[src/rtl/bw_alu_pkg.sv]
package bw_alu_pkg;

  localparam int WORD_W = 16;
  localparam int BYTE_W = 8;

  // status word bit positions
  localparam int FB_C = 0;
  localparam int FB_P = 2;
  localparam int FB_A = 4;
  localparam int FB_Z = 6;
  localparam int FB_S = 7;
  localparam int FB_O = 11;

  typedef enum logic [2:0] {
    OP_ADD = 3'd0,
    OP_SUB = 3'd1,
    OP_INC = 3'd2,
    OP_SHL = 3'd3,
    OP_SHR = 3'd4,
    OP_ROL = 3'd5,
    OP_ROR = 3'd6,
    OP_NOP = 3'd7
  } alu_op_e;

  function automatic logic [WORD_W-1:0] fit(input logic [WORD_W-1:0] v, input logic wide);
    return wide ? v : {{(WORD_W-BYTE_W){1'b0}}, v[BYTE_W-1:0]};
  endfunction

  function automatic logic top_bit(input logic [WORD_W-1:0] v, input logic wide);
    return wide ? v[WORD_W-1] : v[BYTE_W-1];
  endfunction

  function automatic logic next_bit(input logic [WORD_W-1:0] v, input logic wide);
    return wide ? v[WORD_W-2] : v[BYTE_W-2];
  endfunction

  function automatic logic even_ones(input logic [WORD_W-1:0] v);
    return ~^v[BYTE_W-1:0];
  endfunction

  function automatic logic all_zero(input logic [WORD_W-1:0] v, input logic wide);
    return fit(v, wide) == '0;
  endfunction

  function automatic logic is_shift(input alu_op_e op);
    return (op == OP_SHL) || (op == OP_SHR) || (op == OP_ROL) || (op == OP_ROR);
  endfunction

endpackage

[src/rtl/bw_alu_arith.sv]
module bw_alu_arith
  import bw_alu_pkg::*;
(
  input  logic [WORD_W-1:0] a,
  input  logic [WORD_W-1:0] b,
  input  alu_op_e           op,
  input  logic              wide,
  input  logic              sext,
  output logic [WORD_W-1:0] res,
  output logic              cy,
  output logic              aux,
  output logic              ovf,
  output logic              size_bad
);

  logic [WORD_W-1:0] b_ext, rhs, am, bm;
  logic [WORD_W:0]   full;
  logic              sa, sb, sr;

  always_comb begin
    b_ext = (sext && wide) ? {{(WORD_W-BYTE_W){b[BYTE_W-1]}}, b[BYTE_W-1:0]} : b;
    rhs   = (op == OP_INC) ? WORD_W'(1) : b_ext;
    am    = fit(a, wide);
    bm    = fit(rhs, wide);
    if (op == OP_SUB) full = {1'b0, am} - {1'b0, bm};
    else              full = {1'b0, am} + {1'b0, bm};
    res   = fit(full[WORD_W-1:0], wide);
    cy    = wide ? full[WORD_W] : full[BYTE_W];
    aux   = am[4] ^ bm[4] ^ full[4];
    sa    = top_bit(am, wide);
    sb    = top_bit(bm, wide);
    sr    = top_bit(res, wide);
    ovf   = (op == OP_SUB) ? ((sa != sb) && (sr != sa)) : ((sa == sb) && (sr != sa));
    size_bad = sext && !wide && ((op == OP_ADD) || (op == OP_SUB));
  end

  // byte mode never leaks into the upper half
  always_comb begin
    if (!wide) a_r6_arith_byte_clean : assert (res[WORD_W-1:BYTE_W] == '0);
  end

endmodule

[src/rtl/bw_alu_status.sv]
module bw_alu_status
  import bw_alu_pkg::*;
(
  input  logic [WORD_W-1:0] base,
  input  logic [WORD_W-1:0] res,
  input  logic              wide,
  input  logic              cy,
  input  logic              aux,
  input  logic              ovf,
  input  logic              keep_cy,
  output logic [WORD_W-1:0] packed_flags
);

  always_comb begin
    packed_flags       = base;
    packed_flags[FB_C] = keep_cy ? base[FB_C] : cy;
    packed_flags[FB_A] = aux;
    packed_flags[FB_O] = ovf;
    packed_flags[FB_S] = top_bit(res, wide);
    packed_flags[FB_Z] = all_zero(res, wide);
    packed_flags[FB_P] = even_ones(res);
  end

endmodule

[src/rtl/bw_alu_shstep.sv]
module bw_alu_shstep
  import bw_alu_pkg::*;
(
  input  logic [WORD_W-1:0] val,
  input  alu_op_e           op,
  input  logic              wide,
  input  logic [WORD_W-1:0] fin,
  output logic [WORD_W-1:0] vn,
  output logic [WORD_W-1:0] fout
);

  logic [WORD_W-1:0] v;
  logic              hi, lo;

  always_comb begin
    v    = fit(val, wide);
    hi   = top_bit(v, wide);
    lo   = v[0];
    vn   = v;
    fout = fin;
    case (op)
      OP_SHL: begin
        vn = fit(v << 1, wide);
        fout[FB_C] = hi;
        fout[FB_O] = top_bit(vn, wide) ^ hi;
      end
      OP_SHR: begin
        vn = v >> 1;
        fout[FB_C] = lo;
        fout[FB_O] = hi;
      end
      OP_ROL: begin
        vn = fit({v[WORD_W-2:0], hi}, wide);
        fout[FB_C] = hi;
        fout[FB_O] = top_bit(vn, wide) ^ hi;
      end
      OP_ROR: begin
        vn = wide ? {lo, v[WORD_W-1:1]}
                  : {{(WORD_W-BYTE_W){1'b0}}, lo, v[BYTE_W-1:1]};
        fout[FB_C] = lo;
        fout[FB_O] = top_bit(vn, wide) ^ next_bit(vn, wide);
      end
      default: ;
    endcase
    if (op == OP_SHL || op == OP_SHR) begin
      fout[FB_S] = top_bit(vn, wide);
      fout[FB_Z] = all_zero(vn, wide);
      fout[FB_P] = even_ones(vn);
    end
  end

endmodule

[src/rtl/bw_alu.sv]
module bw_alu
  import bw_alu_pkg::*;
#(
  parameter int CNT_W = 8
) (
  input  logic              clk,
  input  logic              rst_n,
  input  logic              start,
  input  logic [2:0]        op_sel,
  input  logic              wide,
  input  logic              sext,
  input  logic              cnt_sel,
  input  logic [CNT_W-1:0]  cl_cnt,
  input  logic [15:0]       opa,
  input  logic [15:0]       opb,
  input  logic [15:0]       flags_in,
  output logic [15:0]       result,
  output logic [15:0]       flags_out,
  output logic              busy,
  output logic              done,
  output logic              size_err
);

  localparam logic [CNT_W-1:0] ONE = CNT_W'(1);

  alu_op_e           op_in, op_q;
  logic              wide_q, busy_q, done_q, err_q;
  logic [WORD_W-1:0] acc_q, flg_q;
  logic [CNT_W-1:0]  rem_q, cnt_eff;

  logic [WORD_W-1:0] ar_res, st_flags, step_v, step_f;
  logic              ar_cy, ar_aux, ar_ovf, ar_bad;
  logic              launch, zero_shift;

  always_comb begin
    op_in      = alu_op_e'(op_sel);
    cnt_eff    = cnt_sel ? cl_cnt : ONE;
    launch     = start && !busy_q;
    zero_shift = launch && is_shift(op_in) && (cnt_eff == '0);
  end

  bw_alu_arith u_arith (
    .a(opa), .b(opb), .op(op_in), .wide(wide), .sext(sext),
    .res(ar_res), .cy(ar_cy), .aux(ar_aux), .ovf(ar_ovf), .size_bad(ar_bad)
  );

  bw_alu_status u_status (
    .base(flags_in), .res(ar_res), .wide(wide), .cy(ar_cy), .aux(ar_aux),
    .ovf(ar_ovf), .keep_cy(op_in == OP_INC), .packed_flags(st_flags)
  );

  bw_alu_shstep u_step (
    .val(acc_q), .op(op_q), .wide(wide_q), .fin(flg_q),
    .vn(step_v), .fout(step_f)
  );

  always_ff @(posedge clk or negedge rst_n) begin
    if (!rst_n) begin
      op_q   <= OP_ADD;
      wide_q <= 1'b0;
      busy_q <= 1'b0;
      done_q <= 1'b0;
      err_q  <= 1'b0;
      acc_q  <= '0;
      flg_q  <= '0;
      rem_q  <= '0;
    end else begin
      done_q <= 1'b0;
      err_q  <= 1'b0;
      if (busy_q) begin
        acc_q <= step_v;
        flg_q <= step_f;
        rem_q <= rem_q - ONE;
        if (rem_q == ONE) begin
          busy_q <= 1'b0;
          done_q <= 1'b1;
        end
      end else if (start) begin
        op_q   <= op_in;
        wide_q <= wide;
        if (is_shift(op_in) || op_in == OP_NOP) begin
          acc_q <= fit(opa, wide);
          flg_q <= flags_in;
          if (op_in == OP_NOP || cnt_eff == '0) begin
            done_q <= 1'b1;
          end else begin
            busy_q <= 1'b1;
            rem_q  <= cnt_eff;
          end
        end else begin
          acc_q  <= ar_res;
          flg_q  <= st_flags;
          done_q <= 1'b1;
          err_q  <= ar_bad;
        end
      end
    end
  end

  assign result    = acc_q;
  assign flags_out = flg_q;
  assign busy      = busy_q;
  assign done      = done_q;
  assign size_err  = err_q;

  // stepping and completion never overlap
  a_r9_busy_done_excl : assert property (@(posedge clk) disable iff (!rst_n)
    busy_q |-> !done_q);

  // the count drains by one per cycle
  a_r9_rem_step : assert property (@(posedge clk) disable iff (!rst_n)
    (busy_q && rem_q != ONE) |=> (busy_q && rem_q == $past(rem_q) - ONE));

  // count of zero completes next cycle with inputs unchanged
  a_r10_zero_count : assert property (@(posedge clk) disable iff (!rst_n)
    zero_shift |=> (done_q && acc_q == $past(fit(opa, wide)) && flg_q == $past(flags_in)));

  // increment keeps the incoming carry
  a_r3_inc_keeps_carry : assert property (@(posedge clk) disable iff (!rst_n)
    (launch && op_in == OP_INC) |=> (flg_q[FB_C] == $past(flags_in[FB_C])));

  // byte results have a clean upper byte
  a_r6_byte_high_zero : assert property (@(posedge clk) disable iff (!rst_n)
    (done_q && !wide_q) |-> (acc_q[WORD_W-1:BYTE_W] == '0));

  // a running operation keeps its own controls
  a_r11_hold_while_busy : assert property (@(posedge clk) disable iff (!rst_n)
    busy_q |=> (op_q == $past(op_q) && wide_q == $past(wide_q)));

  // control bits pass untouched through stepping
  a_r7_ctrl_pass : assert property (@(posedge clk) disable iff (!rst_n)
    busy_q |=> (flg_q[10:8] == $past(flg_q[10:8])));

endmodule

[config.mk]
export PLATFORM = sky130hd
export DESIGN_NAME = bw_alu
export DESIGN_NICKNAME = d
export VERILOG_FILES = /design/src/rtl/bw_alu_pkg.sv /design/src/rtl/bw_alu_arith.sv /design/src/rtl/bw_alu_status.sv /design/src/rtl/bw_alu_shstep.sv /design/src/rtl/bw_alu.sv
export SDC_FILE = /design/constraint.sdc
export NUM_CORES = 1
export LEC_CHECK = 0
export BUFFER_PORTS_ARGS = -buffer_cell sky130_fd_sc_hd__buf_2
export CORE_UTILIZATION = 40
export DETAILED_ROUTE_END_ITERATION = 7
export PLACE_DENSITY = 0.71
export SYNTH_ARGS = -nofsm -noshare
export SYNTH_HDL_FRONTEND = slang
export SYNTH_SLANG_ARGS = --single-unit
[constraint.sdc]
create_clock -name clk -period 3.08 [get_ports clk]
set_clock_uncertainty 0.05 [all_clocks]
set_input_delay 0.462 -clock clk [delete_from_list [all_inputs] [get_ports clk]]
set_output_delay 0.462 -clock clk [all_outputs]
set_load 0.03 [all_outputs]
==> impl_metrics.ini <==
[synthesis]
syn-num-nets = 778
ys.flop_type = dfrtp_1
synth_top_cells_by_count = nand2_1 (104), nor2_1 (77), a21oi_1 (64)
synth_cell_type_count = 80
synth_top_area_share_pct = 22.8
synth-edff-count = 0
ys_seq_area_share_pct = 22.8
synth_area_sq_um = 5160
async_flop_share_pct = 100
synth_top_area_cell = dfrtp_1
synth_top_cells_by_area = dfrtp_1 (23%), nand2_1 (7.6%), ha_1 (6.5%), a21oi_1 (6.2%), nor2_1 (5.6%)
yosys_warnings = 0
synth_most_common_cell = nand2_1
synthCells = 685
syn_avg_cell_area_sq_um = 7.54
ys_ff_latch = 47

[clocking]
cts_htree_levels = 2
cts_tree = yes
clk_latency_ns = 0.30
clkTransAtPathRegs_ns = 0.06
clock-sinks = 47
cts_max_path_buffers = 2
root_buffer = clkbuf_16
cts_buffers = 5

[floorplan]
die_y_um = 116
rows = 41
initial_core_util_pct = 40.9
fp.dieW_um = 116
die_area_sq_um = 13400
fp.coreArea_sq_um = 12600
io_pins = 100

[grt]
grt_overflow = 0
grt_pass1_wl_mm = 25.0
grt_usage_pct = 23.5
antenna_found_initial = 0
grt_pass1_vias = 5084
grt_max_degree = 32

[pwr]
total_power_uw = 4780
ir_worst_vdd_mv = 0.325
power_density_nw_per_um2 = 655
p_leak_uw = 0.00336

[cells_and_area]
fillers = 1170
syn_to_final_growth_pct = 41.5
diodes = 0
drive_gt1_share_pct = 39.1
multi_input_area_sq_um = 4110
area.sequential_sq_um = 1180
fin_cells = 1052
post-route-util_pct = 57.9
nets = 972

[sta]
finalHoldViolCount = 0
slew_headroom_pct = 53.8
slew_viol_final = 0
max_freq_ghz = 0.286
finalSetupViolCount = 13
rsz0062_at_grt = yes
finalWorstSetupSlack_ns = -0.418
whs_ns = 0.156
min_period_ns = 3.50
tightestPinTransition_ns = 0.694
final.period_utilization_pct = 114

[critical_path]
crit_slowest_cell = or3b_4
worstSetupPathType = in -> reg
critPathRequiredTime_ns = 3.21
critPathBufInv = 3
critPathArrivalTime_ns = 3.63
crit_fanout = 7
cp-start-kind = primary input
crit_family = compound AO/OA/AOI/OAI gates
end_kind = flop
path_cells = buf_8 > or3b_4 > buf_8 > buf_6 > a31oi_1 > o21ai_0 > ha_1 > o21ai_1 > a21oi_2 > o21ai_4 > xor2_2 > ha_1 > xor2_2 > xnor2_1 > nor2_1 > a21oi_1 > o22ai_1 > mux2_4
critPathMaxStageDelay_ns = 0.42

[route]
ant_nets = 0
wl_per_cell_um = 15.3
routed_wl_mm = 16.1
vias = 5748
drc = 0
via_per_inst = 5.46
drt-initial-drc-count = 371
first_pass_iters = 5

[placed_design]
dp.cells = 1024
place.gp.congestion = 0.869
port_buffers = 99
hpwl_mm = 12.1

[outcome]
outcome = finished, violations left
violations = negative setup slack

[flow_run]
drv_cap = 0

[worst_hold_path]
worstHoldPathType = in -> async
-- path summary, 6_finish.rpt --
path | end | start | cells past startpoint | slack (ns)
worst max register to register | flags_out[2] | op_q[2] | 10 | 0.36
worst min-delay path | flags_out[10] | rst_n | 1 | 0.16
worst max-delay path | flags_out[2] | op_sel[2] | 18 | -0.42
max in group asynchronous | result[1] | rst_n | 2 | 2.20
min in group clk | flags_out[10] | flags_in[10] | 3 | 0.30
worst min register to register | flags_out[1] | flags_out[1] | 2 | 0.42
-- cell families (layout without fill, tap and decap cells) --
group | after synthesis | count (layout) | share of synthesized area, %
muxes | 22 | 22 | 4.46
xor gates and xnor gates | 32 | 32 | 5.43
DFF | 47 | 47 | 22.8
and+or+nand+nor | 267 | 267 | 23.9
adders and majority gates | 28 | 28 | 6.93
AOI/OAI and AO/OA | 225 | 225 | 29.9
buffers and inverters | 64 | 259 | 6.64
-- worst reg2reg max path, cell delays in order, from the launching register on --
cell	delay (ns)
dfrtp_1	0.55
inv_1	0.30
nor2_1	0.24
o21ai_0	0.11
o311a_1	0.16
o22ai_1	0.19
ha_1	0.28
xor2_1	0.19
xnor2_1	0.15
o22ai_1	0.10
mux2_4	0.28
-- area by class of cell --
cell class / instances / area share, %
clock buffer: 5 / 1.71
clock inverter: 3 / 0.206
sequential: 47 / 16.1
multi-input combinational: 574 / 56.2
timing repair buffer: 235 / 22.0
inverter: 16 / 0.822
tap: 172 / 2.95
-- flip-flops by register name, indices dropped and copies added (netlist names) --
name / flops
op_q: 3
flags_out: 16
wide_q: 1
done: 1
rem_q: 8
busy: 1
size_err: 1
result: 16
-- placed cells by master, fill, tap and decap left out, types with 12 or more instances in the layout --
master | synthesis | routed
buf_4 | 5 | 126
nand2_1 | 104 | 98
buf_2 | 9 | 94
nor2_1 | 77 | 72
a21oi_1 | 64 | 54
dfrtp_1 | 47 | 47
o21ai_0 | 29 | 22
ha_1 | 27 | 21
o21ai_1 | 11 | 14
a211oi_1 | 16 | 14
mux2i_1 | 14 | 14
inv_1 | 14 | 13
nor3_1 | 15 | 13
a21oi_2 | 5 | 13
xnor2_1 | 16 | 13
nand3_1 | 13 | 12
o211ai_1 | 12 | 12
o22ai_1 | 13 | 12
-- through the flow --
step / worst slack, ns / setup TNS [ns] / area, sq um
global route: -0.631 / -6.22 / 7310
finish: -0.418 / -3.81 / 7310
floorplan: -0.846 / -5.39 / 5280
detailed placement: -0.818 / -9.28 / 6560
global placement: -0.780 / -8.31 / 6560
CTS: -0.413 / -2.73 / 6880
-- where the power goes --
| part | internal [uW] | switching, uW | total (uW) |
|---|---|---|---|
| Combinational | 1410 | 1700 | 3110 |
| Clock | 296 | 235 | 531 |
| Sequential | 848 | 293 | 1140 |
| Total | 2550 | 2230 | 4780 |
-- timing repair --
| action | in CTS | in global routing |
|---|---|---|
| pin swaps | 28 | 61 |
| hold buffers | 0 | 0 |
| resized for setup | 32 | 58 |
| buffers inserted | 5 | 16 |
| endpoints found under the setup margin | 13 | 13 |
-- layer usage --
| metal | global-route usage (%) | routed length, um | up-vias |
|---|---|---|---|
| met5 | 0 | 0 | - |
| met4 | 7.01 | 379 | 0 |
| met3 | 1.99 | 671 | 30 |
| met2 | 39.6 | 7740 | 179 |
| met1 | 32.0 | 7320 | 2674 |
| li1 | - | - | 2865 |
Note: power is estimated with default switching activity, not from simulation.
